File: src/rtl/gpio_pkg.sv
package gpio_pkg;
    localparam int ADDR_W = 3;

    typedef enum logic [ADDR_W-1:0] {
        REG_DIR  = 3'd0,
        REG_LAT  = 3'd1,
        REG_PIN  = 3'd2,
        REG_ANA  = 3'd3,
        REG_PULL = 3'd4
    } gpio_reg_e;
endpackage

File: src/rtl/gpio_sync.sv
module gpio_sync #(
    parameter int WIDTH  = 8,
    parameter int STAGES = 2
) (
    input  logic             clk,
    input  logic             rst_n,
    input  logic [WIDTH-1:0] async_in,
    output logic [WIDTH-1:0] sync_out
);
    logic [STAGES-1:0][WIDTH-1:0] chain_q;

    always_ff @(posedge clk) begin
        chain_q[0] <= async_in;
    end

    generate
        for (genvar s = 1; s < STAGES; s++) begin : g_stage
            always_ff @(posedge clk) begin
                chain_q[s] <= chain_q[s-1];
            end
        end
        if (STAGES == 2) begin : g_chk
            AST_SYNC_LATENCY: assert property (@(posedge clk) disable iff (!rst_n)
                sync_out == $past(async_in, 2));
        end
    endgenerate

    assign sync_out = chain_q[STAGES-1];
endmodule

File: src/rtl/gpio_regs.sv
module gpio_regs
    import gpio_pkg::*;
#(
    parameter int WIDTH    = 8,
    parameter int ANA_PINS = 5
) (
    input  logic              clk,
    input  logic              rst_n,
    input  logic              strap_analog,
    input  logic [ADDR_W-1:0] bus_addr,
    input  logic              bus_we,
    input  logic [WIDTH-1:0]  bus_wdata,
    input  logic [WIDTH-1:0]  pin_sync,
    output logic [WIDTH-1:0]  bus_rdata,
    output logic [WIDTH-1:0]  dir_q,
    output logic [WIDTH-1:0]  lat_q,
    output logic              pull_n_q
);
    localparam int DIG_PINS = WIDTH - ANA_PINS;

    logic [ANA_PINS-1:0] amask_q;
    logic [WIDTH-1:0]    amask_full;
    logic [WIDTH-1:0]    pin_view;
    logic                lat_hit;

    assign amask_full = {{DIG_PINS{1'b0}}, amask_q};
    assign pin_view   = pin_sync & ~amask_full;
    assign lat_hit    = bus_we && (bus_addr == REG_LAT || bus_addr == REG_PIN);

    always_ff @(posedge clk) begin
        if (!rst_n) begin
            dir_q    <= '1;
            lat_q    <= '0;
            pull_n_q <= 1'b1;
            amask_q  <= strap_analog ? '1 : '0;
        end else begin
            if (bus_we && bus_addr == REG_DIR)  dir_q    <= bus_wdata;
            if (lat_hit)                        lat_q    <= bus_wdata;
            if (bus_we && bus_addr == REG_PULL) pull_n_q <= bus_wdata[0];
            if (bus_we && bus_addr == REG_ANA)  amask_q  <= bus_wdata[ANA_PINS-1:0];
        end
    end

    always_comb begin
        case (bus_addr)
            REG_DIR:  bus_rdata = dir_q;
            REG_LAT:  bus_rdata = lat_q;
            REG_PIN:  bus_rdata = pin_view;
            REG_ANA:  bus_rdata = amask_full;
            REG_PULL: bus_rdata = {{(WIDTH-1){1'b0}}, pull_n_q};
            default:  bus_rdata = '0;
        endcase
    end

    AST_LAT_WRITE: assert property (@(posedge clk) disable iff (!rst_n)
        lat_hit |=> lat_q == $past(bus_wdata));
    AST_ANALOG_ZERO: assert property (@(posedge clk) disable iff (!rst_n)
        (bus_addr == REG_PIN) |-> ((bus_rdata & amask_full) == '0));
    AST_UNMAPPED_ZERO: assert property (@(posedge clk) disable iff (!rst_n)
        (bus_addr > REG_PULL) |-> bus_rdata == '0);
endmodule

File: src/rtl/gpio_pad_ctl.sv
module gpio_pad_ctl #(
    parameter int WIDTH = 8
) (
    input  logic             clk,
    input  logic             rst_n,
    input  logic [WIDTH-1:0] dir_q,
    input  logic [WIDTH-1:0] lat_q,
    input  logic             pull_n_q,
    input  logic [WIDTH-1:0] alt_en,
    input  logic [WIDTH-1:0] alt_out,
    output logic [WIDTH-1:0] pin_out,
    output logic [WIDTH-1:0] pin_oe,
    output logic [WIDTH-1:0] pin_pu_en
);
    generate
        for (genvar i = 0; i < WIDTH; i++) begin : g_pin
            always_comb begin
                pin_oe[i]    = alt_en[i] | ~dir_q[i];
                pin_out[i]   = alt_en[i] ? alt_out[i] : lat_q[i];
                pin_pu_en[i] = ~pull_n_q & ~pin_oe[i];
            end

            AST_ALT_OWNS_PIN: assert property (@(posedge clk) disable iff (!rst_n)
                alt_en[i] |-> (pin_oe[i] && pin_out[i] == alt_out[i] && !pin_pu_en[i]));
        end
    endgenerate

    AST_PU_OFF_WHEN_DRIVEN: assert property (@(posedge clk) disable iff (!rst_n)
        (pin_pu_en & pin_oe) == '0);
    AST_INPUT_NOT_DRIVEN: assert property (@(posedge clk) disable iff (!rst_n)
        alt_en == '0 |-> (pin_oe & dir_q) == '0);
endmodule

File: src/rtl/gpio_port.sv
module gpio_port
    import gpio_pkg::*;
#(
    parameter int WIDTH       = 8,
    parameter int ANA_PINS    = 5,
    parameter int SYNC_STAGES = 2
) (
    input  logic              clk,
    input  logic              rst_n,
    input  logic              strap_analog,
    input  logic [ADDR_W-1:0] bus_addr,
    input  logic              bus_we,
    input  logic [WIDTH-1:0]  bus_wdata,
    output logic [WIDTH-1:0]  bus_rdata,
    input  logic [WIDTH-1:0]  pin_in,
    output logic [WIDTH-1:0]  pin_out,
    output logic [WIDTH-1:0]  pin_oe,
    output logic [WIDTH-1:0]  pin_pu_en,
    input  logic [WIDTH-1:0]  alt_en,
    input  logic [WIDTH-1:0]  alt_out
);
    logic [WIDTH-1:0] pin_sync;
    logic [WIDTH-1:0] dir_q;
    logic [WIDTH-1:0] lat_q;
    logic             pull_n_q;

    gpio_sync #(.WIDTH(WIDTH), .STAGES(SYNC_STAGES)) u_sync (
        .clk      (clk),
        .rst_n    (rst_n),
        .async_in (pin_in),
        .sync_out (pin_sync)
    );

    gpio_regs #(.WIDTH(WIDTH), .ANA_PINS(ANA_PINS)) u_regs (
        .clk          (clk),
        .rst_n        (rst_n),
        .strap_analog (strap_analog),
        .bus_addr     (bus_addr),
        .bus_we       (bus_we),
        .bus_wdata    (bus_wdata),
        .pin_sync     (pin_sync),
        .bus_rdata    (bus_rdata),
        .dir_q        (dir_q),
        .lat_q        (lat_q),
        .pull_n_q     (pull_n_q)
    );

    gpio_pad_ctl #(.WIDTH(WIDTH)) u_pad (
        .clk       (clk),
        .rst_n     (rst_n),
        .dir_q     (dir_q),
        .lat_q     (lat_q),
        .pull_n_q  (pull_n_q),
        .alt_en    (alt_en),
        .alt_out   (alt_out),
        .pin_out   (pin_out),
        .pin_oe    (pin_oe),
        .pin_pu_en (pin_pu_en)
    );
endmodule

File: config.mk
export PLATFORM = sky130hd
export DESIGN_NAME = gpio_port
export DESIGN_NICKNAME = d
export VERILOG_FILES = /design/src/rtl/gpio_pkg.sv /design/src/rtl/gpio_sync.sv /design/src/rtl/gpio_regs.sv /design/src/rtl/gpio_pad_ctl.sv /design/src/rtl/gpio_port.sv
export SDC_FILE = /design/constraint.sdc
export NUM_CORES = 1
export LEC_CHECK = 0
export BUFFER_PORTS_ARGS = -buffer_cell sky130_fd_sc_hd__buf_2
export CAP_MARGIN = 20
export CORE_MARGIN = 5
export CORE_UTILIZATION = 45
export CTS_BUF_LIST = sky130_fd_sc_hd__clkbuf_4
export DETAILED_ROUTE_END_ITERATION = 8
export PLACE_DENSITY = 0.78
export SLEW_MARGIN = 0
export SYNTH_ARGS = -nofsm -noshare
export SYNTH_HDL_FRONTEND = slang
export SYNTH_SLANG_ARGS = --single-unit
File: constraint.sdc
create_clock -name clk -period 2.7 [get_ports clk]
set_input_delay 0 -clock clk [delete_from_list [all_inputs] [get_ports clk]]
set_output_delay 0 -clock clk [all_outputs]
set_load 0.01 [all_outputs]
Word level (Yosys, flattened, before mapping)
Cells that the tools add are included.
{"block": "word_totals", "in_bits": 39, "wordCells": 64, "ff_bits": 38, "out_inout_bits": 32}
{"block": "classes", "eq_ne": 5, "mux": 12, "n_bitwise": 35, "n_reduce_logical": 6}
{"op": "$pmux 8 s5", "count": 1}
{"op": "$not 1->1", "count": 17}
{"op": "$mux 5", "count": 3}
{"op": "$and 1x1->1", "count": 8}
{"op": "$and 8x8->8", "count": 1}
{"op": "$mux 1", "count": 8}
{"op": "$not 5->8", "count": 1}
{"op": "$or 1x1->1", "count": 8}
{"op": "$eq 3x2->1 const B", "count": 2}
{"op": "$logic_and 1x1->1", "count": 4}
{"op": "$eq 3x1->1 const B", "count": 1}
{"op": "$eq 3x3->1 const B", "count": 1}
{"op": "$logic_not 3->1", "count": 1}
{"op": "$ne 2x1->1 const B", "count": 1}
{"op": "$logic_or 1x1->1", "count": 1}

Logic depth before layout (Yosys ltp)
Gate-level depths: netlist of run 1.
{"block": "logic_depth", "word_depth": 4, "ltp_mapped": 4, "depth_no_buf": 3}

Hierarchy
Synthesis of run 1 repeated with hierarchy kept, for this count alone.
{"block": "hier_totals", "hier_cells": 188, "area_unflattened_um2": 1839.3}
{"module": "gpio_regs", "area_per_inst_um2": 1177.4, "instances": 1, "cells_per_inst": 139, "seq_area_each_um2": 490.5}
{"module": "gpio_sync", "area_per_inst_um2": 380.4, "instances": 1, "cells_per_inst": 24, "seq_area_each_um2": 320.3}
{"module": "gpio_pad_ctl", "area_per_inst_um2": 281.5, "instances": 1, "cells_per_inst": 25, "seq_area_each_um2": 0.0}

Worst setup path before layout of run 1
Ideal clock, no wire load.
{"block": "synth_path", "path_kind": "input-to-reg", "startpoint": "input port bus_addr[0]", "endpoint": "register u_regs.amask_q[0] (enable)", "setup_slack_ns": 1.639, "setup_ns": 0.346, "t_required_ns": 2.354, "n_path_buf": 2, "arrival_ns": 0.715, "path_stages": 4, "cell_sequence": "buf_2 -> buf_2 -> nand2_1 -> o21ai_1"}
{"block": "synth_via", "elab_chain_len": 3}
{"item": "start: declaration", "line": "gpio_port.sv:11", "text": "input logic [ADDR_W-1:0] bus_addr,"}
{"item": "$eq 3x2->1", "line": "gpio_regs.sv:40", "text": "if (bus_we && bus_addr == REG_ANA) amask_q <= bus_wdata[ANA_PINS-1:0];"}
{"item": "$logic_and 1x1->1", "line": "gpio_regs.sv:40"}
{"item": "$ne 2x1->1 (no source line)"}
{"item": "end signal: assignment", "line": "gpio_regs.sv:35", "text": "amask_q <= strap_analog ? '1 : '0;"}
{"item": "end signal: assignment", "line": "gpio_regs.sv:40"}
{"item": "end: declaration", "line": "gpio_regs.sv:21", "text": "logic [ANA_PINS-1:0] amask_q;"}
No other way between the ends.
A chain may end at the register's enable or synchronous reset.

Worst setup path after layout of run 1
{"block": "layout_path", "startpoint": "register u_regs.pull_n_q", "endpoint": "output port bus_rdata[0]"}
{"block": "layout_via", "elab_chain_len": 1}
{"item": "start: declaration", "line": "gpio_regs.sv:17", "text": "output logic pull_n_q"}
{"item": "start signal: assignment", "line": "gpio_regs.sv:39", "text": "if (bus_we && bus_addr == REG_PULL) pull_n_q <= bus_wdata[0];"}
{"item": "$pmux 8 s5", "line": "gpio_regs.sv:45", "text": "case (bus_addr)"}
{"item": "end: declaration", "line": "gpio_port.sv:14", "text": "output logic [WIDTH-1:0] bus_rdata,"}
No other way between the ends.

==> Flow_metrics.wiki, run 1 <==
{| class="wikitable"
! Metric !! Value
|-
| Outcome || finished, final reports clean
|-
| Drt initial violations || ~140
|-
| Number of nets in the synthesized netlist || 212
|-
| Root Buffer || sky130_fd_sc_hd__clkbuf_4
|-
| Capture point of the worst path || bus_rdata[0]
|-
| Worst-Margin Slew || ~0.5 ns
|-
| Share of layout cells above drive strength 1 || roughly a third
|-
| Area of the mapped netlist || between 0.0015 and 0.002 sq mm
|-
| Via count of the first global-routing pass || 1443
|-
| Leakage dissipation || roughly 1.1 nW
|-
| Cell area after layout || between 0.002 and 0.0025 sq mm
|-
| FF-to-FF Start || u_regs.pull_n_q$_SDFFE_PN1P_
|-
| Final core occ || 61.5%
|-
| Total via count after detailed routing || approximately 1500
|-
| Overflow after GRT || 0
|-
| Register bit count reported by yosys || 38
|-
| # setup viols final || 0
|-
| Number of max-cap violations || 0
|-
| Total number of yosys warnings || 0
|-
| Largest net degree at the start of global routing || 28
|-
| Chip Width || approximately 70 um
|-
| Number of flops mapped to enable cells by yosys || 5
|-
| Post-place instance area || 0.00200 sq mm
|-
| DRC violations left || 0
|-
| CTS Buffer Depth || 2
|-
| Post-Syn Area per Cell || between 9 and 10 sq um
|-
| Antenna Violating Nets Remaining || 0
|-
| Clock transition at the register clock pins on the worst setup and hold paths after CTS || roughly 0.1 ns
|-
| Maximum clock frequency || around 630 MHz
|-
| Fin nets || between 200 and 300
|-
| Final routed wirelength across all metal layers || 3920 um
|-
| Worst-case vdd ir drop || 0.000310 V
|-
| Maximum fanout along the worst path || 10
|-
| Number of antenna violations at the first check in global routing || 0
|-
| Post-CTS setup buffers || 0
|-
| Path category of the worst min-delay check || primary input to flop
|-
| Power density over the cells || around 490 mW/mm^2
|-
| Final number of max-transition violations || 0
|-
| Hold violation count in the final report || 0
|-
| Part of the cycle the worst path needs || around three fifths
|-
| Post-Place Cells || 280
|-
| Endpoint class of the critical path || output port
|-
| Core region area || 0.00361 sq mm
|-
| IO Port Bufs || 70
|-
| Wirelength per Cell || 12.9 um
|-
| Count of placed standard cells in the final layout, fillers left out || 304
|-
| Quantity of gates resized following cts || 0
|-
| Arrival time worst endpoint || between 1.5 and 2 ns
|-
| Total negative slack || 0 ns
|-
| Number of unique standard cell types used by synthesis || 29
|-
| Required @ worst endpoint || roughly 2.7 ns
|-
| Number of clock buffers inserted by TritonCTS || 5
|-
| Reg2reg path depth || 2
|-
| Asr flop ratio synth || 0%
|-
| Critical path type || flop to output port
|-
| Count of H-tree levels built during CTS || 2
|-
| DIE HEIGHT || roughly 71 um
|-
| Io pins || 71
|-
| First-pass GRT wire length || 6510 um
|-
| Sequential share of the synthesized area || roughly half
|-
| Unrepaired setup endpoints after global routing || false
|-
| Global routing usage summed across all routing layers || roughly 16%
|-
| Sum of net half-perimeters after detailed placement || approximately 2900 um
|-
| Number of sinks handled by clock tree synthesis || 38
|-
| GPL Wtd Cong || approximately 0.76
|-
| Area of the die || around 0.0050 sq mm
|-
| Initial core utilization || approximately 46%
|-
| Startpoint types || flop
|-
| Most frequently used flop master after synthesis || sky130_fd_sc_hd__dfxtp_1
|-
| Site Rows || 22
|-
| Start point of the worst min-delay path || bus_we
|-
| Worst hold margin || just under 0.03 ns
|-
| Synthesized netlist cell count || 173
|-
| Area growth syn-to-layout || 34.2%
|-
| Hold buffer count at cts || 16
|-
| Worst clock skew on the final layout || 0.00705 ns
|-
| Number of vias per cell || 4.93
|-
| Clock Latency Late Sink || about 0.33 ns
|-
| Minimum period implied by the final worst setup slack || 1.58 ns
|-
| Relative max-transition margin || approximately two thirds
|-
| Total inserted antenna cells || 0
|-
| Clock tree from TritonCTS || done
|-
| Worst r2r dst || u_regs.pull_n_q$_SDFFE_PN1P_
|-
| Reg2Reg Setup Slack || roughly 1.8 ns
|-
| First-pass iteration count of the detailed router || 4
|-
| Crit path from || u_regs.pull_n_q$_SDFFE_PN1P_
|}
[layout by cell type (no fill, tap or decap), types with 2 or more instances in the layout]
cell type,synthesis,final
sky130_fd_sc_hd__mux2i_1,15,15
sky130_fd_sc_hd__dfxtp_1,33,33
sky130_fd_sc_hd__clkbuf_4,0,6
sky130_fd_sc_hd__dlygate4sd3_1,0,16
sky130_fd_sc_hd__nand2b_1,11,11
sky130_fd_sc_hd__o21ai_1,2,2
sky130_fd_sc_hd__nand2_1,39,39
sky130_fd_sc_hd__a2bb2oi_1,3,3
sky130_fd_sc_hd__nand3b_1,5,5
sky130_fd_sc_hd__nor2_1,12,12
sky130_fd_sc_hd__nand3_1,8,8
sky130_fd_sc_hd__a221oi_1,4,4
sky130_fd_sc_hd__buf_2,5,70
sky130_fd_sc_hd__nor2b_1,2,2
sky130_fd_sc_hd__edfxtp_1,5,5
sky130_fd_sc_hd__a21oi_1,4,4
sky130_fd_sc_hd__mux2_2,8,8
[Yosys cell counts (all sizes together), types with 5 or more instances]
cell / number / area, sq um
nand3b: 5 / 37.5
buf: 7 / 43.8
dfxtp: 33 / 661
nand2b: 11 / 68.8
nand3: 8 / 40.0
edfxtp: 5 / 150
nor2: 12 / 45.0
mux2i: 15 / 150
mux2: 8 / 90.1
nand2: 39 / 146
[registers in the layout (all words and copies together), names as in the netlist]
name and flops:
u_regs.pull_n_q 1, u_regs.lat_q 8, u_sync.chain_q 8, u_sync.sync_out 8
u_regs.dir_q 8, u_regs.amask_q 5
[cells by family after synthesis]
| family | share of synthesized area, % |
|---|---|
| AOI/OAI and AO/OA | 7.20 |
| xor gates and xnor gates | 0.530 |
| buffers and inverters | 3.79 |
| DFF | 49.1 |
| muxes | 14.5 |
| and+or+nand+nor | 24.8 |
[worst min-delay path by stage]
stage	to	depth (start not counted)
2_1_floorplan	u_sync.chain_q[0]$_DFF_P_	0
3_3_place_gp	u_sync.chain_q[0]$_DFF_P_	1
3_5_place_dp	u_sync.chain_q[1]$_DFF_P_	1
4_1_cts	u_regs.pull_n_q$_SDFFE_PN1P_	3
5_1_grt	u_regs.pull_n_q$_SDFFE_PN1P_	3
6_report	u_regs.pull_n_q$_SDFFE_PN1P_	3
[per-stage QoR]
stage          total power [W]  setup slack [ns]
3_3_place_gp          0.000798              1.40
3_5_place_dp          0.000803              1.38
5_1_grt                0.00115              1.05
6_report               0.00108              1.12
2_1_floorplan         0.000732              1.64
4_1_cts                0.00109              1.12
[power breakdown]
group / leakage, nW / switching (W) / total [W] / internal [W]
Combinational: 0.745 / 0.0000906 / 0.000187 / 0.0000968
Sequential: 0.323 / 0.0000155 / 0.000619 / 0.000604
Clock: 0.0331 / 0.000168 / 0.000276 / 0.000108
[area by class of cell]
cell class / instances / area (sq um)
Timing Repair Buffer: 86 / 510
Sequential cell: 38 / 811
Tap cell: 48 / 60.1
Clock buffer: 6 / 45.0
Multi-Input combinational cell: 123 / 778
Clock inverter: 2 / 8.76
Fill cell: 336 / 1390
Inverter: 1 / 3.75
[metal layers]
| metal | vias to the layer above | track usage (%) | wire length, um |
|---|---|---|---|
| li1 | 762 | - | - |
| met1 | 675 | 21.0 | 1730 |
| met2 | 56 | 25.8 | 1820 |
| met3 | 6 | 4.40 | 307 |
| met4 | 0 | 5.64 | 51 |
| met5 | - | 0 | 0 |
[critical path, stage by stage, from the launching register on]
cell and delay, ns:
sky130_fd_sc_hd__dfxtp_1 0.66, sky130_fd_sc_hd__nand3b_1 0.14, sky130_fd_sc_hd__o21a_1 0.13, sky130_fd_sc_hd__o22ai_1 0.16, sky130_fd_sc_hd__buf_2 0.17
Power figures use the tool's default switching activity.
==> run 2: changes to the inputs <==
- ABC_AREA: unset -> 1
- CORE_UTILIZATION: 45 -> 44
- PLACE_DENSITY: 0.78 -> 0.79
- clock period: 2.7 -> 1.3 ns (I/O delays scaled with it)
==> run 2 against run 1 <==
Via count grew 16%. Sequential power grew 110%. Flip-flop and latch count is the same. Hold slack gained 0.022 ns. Global-route usage grew 3.2 points.
==> Flow_metrics.wiki, run 2 <==
{| class="wikitable"
! Metric !! Value
|-
| Outcome || finished, final reports clean
|-
| Final core occ || 64.5% (+3.0 points)
|-
| Number of nets in the synthesized netlist || 261 (+23%)
|-
| Asr flop ratio synth || 0% (unchanged)
|-
| Crit path from || u_regs.amask_q[0]$_DFFE_PP_
|-
| Commonest non-fill, non-tap cells in the layout || sky130_fd_sc_hd__buf_2, sky130_fd_sc_hd__nand2_1, sky130_fd_sc_hd__dfxtp_1, sky130_fd_sc_hd__inv_1
|-
| Final number of max-transition violations || 0 (unchanged)
|-
| Endpoint class of the critical path || output port
|-
| Start point of the worst min-delay path || strap_analog
|-
| Number of flops mapped to enable cells by yosys || 5 (unchanged)
|-
| Synthesized netlist cell count || 222 (+28%)
|-
| Leading post-synthesis cells by cell area || sky130_fd_sc_hd__dfxtp_1, sky130_fd_sc_hd__nand2_1, sky130_fd_sc_hd__edfxtp_1
|-
| Drt initial violations || 47 (-67%)
|-
| Capture point of the worst path || bus_rdata[0]
|-
| Initial core utilization || 45.7% (-0.11 points)
|-
| Switch share || 24.5% (-0.85 points)
|-
| Clock Latency Late Sink || 0.35 ns (+0.02 ns)
|-
| Required @ worst endpoint || 1.30 ns (-1.40 ns)
|-
| Portion of synthesized cell area occupied by the leading cell type || 39.2% (-0.80 points)
|-
| Core region area || 0.00369 sq mm (+2.3%)
|-
| GPL Wtd Cong || 0.808 (+5.9%)
|-
| Sequential share of the synthesized area || 48.1% (-0.98 points)
|-
| Fin nets || 356 (+21%)
|-
| Chip Width || 71.9 um (+1.9%)
|-
| First-pass iteration count of the detailed router || 4 (unchanged)
|-
| Number of antenna violations at the first check in global routing || 0 (unchanged)
|-
| Share of total power in the clock network || 36.4% (+11 points)
|-
| Combinational Power Share || 15.8% (-1.5 points)
|-
| Number of vias per cell || 4.74 (-4.0%)
|-
| Reg2Reg Setup Slack || 0.42 ns (-1.35 ns)
|-
| Synth area leader || sky130_fd_sc_hd__dfxtp_1
|-
| P_int || 0.00205 W (+150%)
|-
| Overflow after GRT || 0 (unchanged)
|-
| CTS Buffer Depth || 2 (unchanged)
|-
| Number of sinks handled by clock tree synthesis || 38 (unchanged)
|-
| Maximum fanout along the worst path || 2 (-8)
|-
| Relative max-transition margin || 82.1% (+16 points)
|-
| Worst-case vdd ir drop || 0.000695 V (+120%)
|-
| Reg2reg path depth || 3 (+1)
|-
| Post-Syn Area per Cell || 7.59 sq um (-20%)
|-
| Antenna Violating Nets Remaining || 0 (unchanged)
|-
| Total negative slack || 0 ns (unchanged)
|-
| Unrepaired setup endpoints after global routing || true
|-
| Largest net degree at the start of global routing || 17 (-39%)
|-
| Share of layout cells above drive strength 1 || 32.7% (-0.89 points)
|-
| Startpoint types || flop
|-
| Clock transition at the register clock pins on the worst setup and hold paths after CTS || 0.12 ns (+0.02 ns)
|-
| # setup viols final || 0 (unchanged)
|-
| Worst r2r dst || u_regs.pull_n_q$_SDFFE_PN1P_
|-
| Minimum period implied by the final worst setup slack || 1.27 ns
|-
| Worst clock skew on the final layout || 0.00502 ns (-0.00204 ns)
|-
| Part of the cycle the worst path needs || just under 100%
|-
| DRC violations left || 0 (unchanged)
|-
| Worst hold margin || 0.0517 ns (+0.0222 ns)
|-
| IO Port Bufs || 70 (unchanged)
|-
| Area growth syn-to-layout || 41.1%
|-
| Path category of the worst min-delay check || primary input to flop
|-
| Count of H-tree levels built during CTS || 2 (unchanged)
|-
| Wirelength per Cell || 12.9 um (+0.24%)
|-
| Io pins || 71 (unchanged)
|-
| Site Rows || 22 (unchanged)
|-
| Final-layout fill cell count || 326 (-3.0%)
|-
| Total via count after detailed routing || 1738 (+16%)
|-
| Sum of net half-perimeters after detailed placement || 3180 um (+10%)
|-
| First-pass GRT wire length || 7730 um (+19%)
|-
| Synth top cells by count || sky130_fd_sc_hd__nand2_1, sky130_fd_sc_hd__dfxtp_1, sky130_fd_sc_hd__inv_1, sky130_fd_sc_hd__nor2_1, sky130_fd_sc_hd__nand3_1
|-
| FF-to-FF Start || u_regs.pull_n_q$_SDFFE_PN1P_
|-
| Cell with the most instances after synthesis || sky130_fd_sc_hd__nand2_1
|-
| DIE HEIGHT || 71.9 um (+1.9%)
|-
| Hold violation count in the final report || 0 (unchanged)
|-
| Register bit count reported by yosys || 38 (unchanged)
|-
| NetSw || 0.000664 W (+140%)
|-
| Global routing usage summed across all routing layers || 19.3% (+3.2 points)
|-
| Root Buffer || sky130_fd_sc_hd__clkbuf_4
|-
| Maximum clock frequency || between 700 and 800 MHz
|-
| Most frequently used flop master after synthesis || sky130_fd_sc_hd__dfxtp_1
|-
| Number of max-cap violations || 0 (unchanged)
|-
| Area of the die || 0.00517 sq mm (+3.7%)
|-
| Area of the mapped netlist || 0.00169 sq mm (+2.0%)
|-
| Number of unique standard cell types used by synthesis || 23 (-21%)
|-
| Most common cell after layout, fill and taps aside || sky130_fd_sc_hd__buf_2
|-
| Total number of yosys warnings || 0 (unchanged)
|-
| Worst-Margin Slew || 0.269 ns (-0.242 ns)
|-
| Number of cells on the worst hold path || 3 (unchanged)
|-
| Via count of the first global-routing pass || 1697 (+18%)
|-
| Leakage dissipation || 1.25 nW (+13%)
|-
| Power density over the cells || 1140 mW/mm^2 (+130%)
|-
| Share of power burned in registers || 47.8% (-9.4 points)
|-
| Final routed wirelength across all metal layers || 4740 um (+21%)
|-
| Critical path type || flop to output port
|-
| Arrival time worst endpoint || 1.27 ns (-0.31 ns)
|-
| Clock tree from TritonCTS || done
|-
| Number of clock buffers inserted by TritonCTS || 5 (unchanged)
|}
run 2: cell type report:
| type | count | area [sq um] | share of cell area [%] |
|---|---|---|---|
| Timing Repair Buffer | 94 | 578 | 24.3 |
| Sequential cell | 38 | 813 | 34.2 |
| Inverter | 32 | 120 | 5.05 |
| Multi-Input combinational cell | 146 | 702 | 29.5 |
| Tap cell | 48 | 60.1 | 2.53 |
| Clock inverter | 3 | 63.8 | 2.68 |
| Clock buffer | 5 | 37.5 | 1.58 |
| Antenna cell | 1 | 2.50 | 0.105 |
run 2: power groups by stage:
stage,combinational (W),clock (W),sequential [W]
detailed placement,0.000371,0,0.00132
floorplan,0.000225,0,0.00131
CTS,0.000421,0.000999,0.00129
global route,0.000479,0.00106,0.00130
global placement,0.000364,0,0.00132
finish,0.000429,0.000988,0.00130
run 2: metrics by stage:
step           std cells  total power [W]  area, sq um  setup WS, ns
6_report             367          0.00271         2380        0.0334
5_1_grt              366          0.00284         2370       -0.0721
4_1_cts              366          0.00271         2360       0.00529
3_5_place_dp         338          0.00169         2060         0.284
3_3_place_gp         338          0.00168         2060         0.287
2_1_floorplan        222          0.00153         1690         0.235
run 2: worst min path at each step:
stage	endpoint
3_3_place_gp	u_sync.chain_q[3]$_DFF_P_
4_1_cts	u_regs.amask_q[4]$_DFFE_PP_
6_report	u_regs.amask_q[4]$_DFFE_PP_
5_1_grt	u_regs.dir_q[6]$_SDFFE_PN1P_
2_1_floorplan	u_sync.chain_q[0]$_DFF_P_
3_5_place_dp	u_sync.chain_q[0]$_DFF_P_
run 2: logic make-up after synthesis:
logic type	after synthesis	synth area share (%)
and+or+nand+nor	120	32.0
buffers and inverters	38	10.8
AOI/OAI and AO/OA	26	9.06
DFF	38	48.1
run 2: routing by layer:
layer  GRT usage, %  wire length [um]  vias to the layer above
met1           22.6              1820                      745
met3           4.71               413                       19
met4           11.3               185                        0
li1               -                 -                      898
met2           31.9              2320                       76
met5              0                 0                        -
run 2: worst max-delay path, stage by stage, from the launching register on:
cell	delay, ns
sky130_fd_sc_hd__edfxtp_1	0.41
sky130_fd_sc_hd__inv_2	0.07
sky130_fd_sc_hd__nand4_1	0.12
sky130_fd_sc_hd__o21ai_2	0.10
sky130_fd_sc_hd__inv_1	0.06
sky130_fd_sc_hd__nand2_1	0.05
sky130_fd_sc_hd__buf_2	0.12
run 2: timing repair:
item	CTS	global route
buffers inserted	1	0
gates resized for setup	2	6
hold buffers	19	0
pin swaps	1	1
setup endpoints to repair	1	3
hold endpoints to repair	23	0
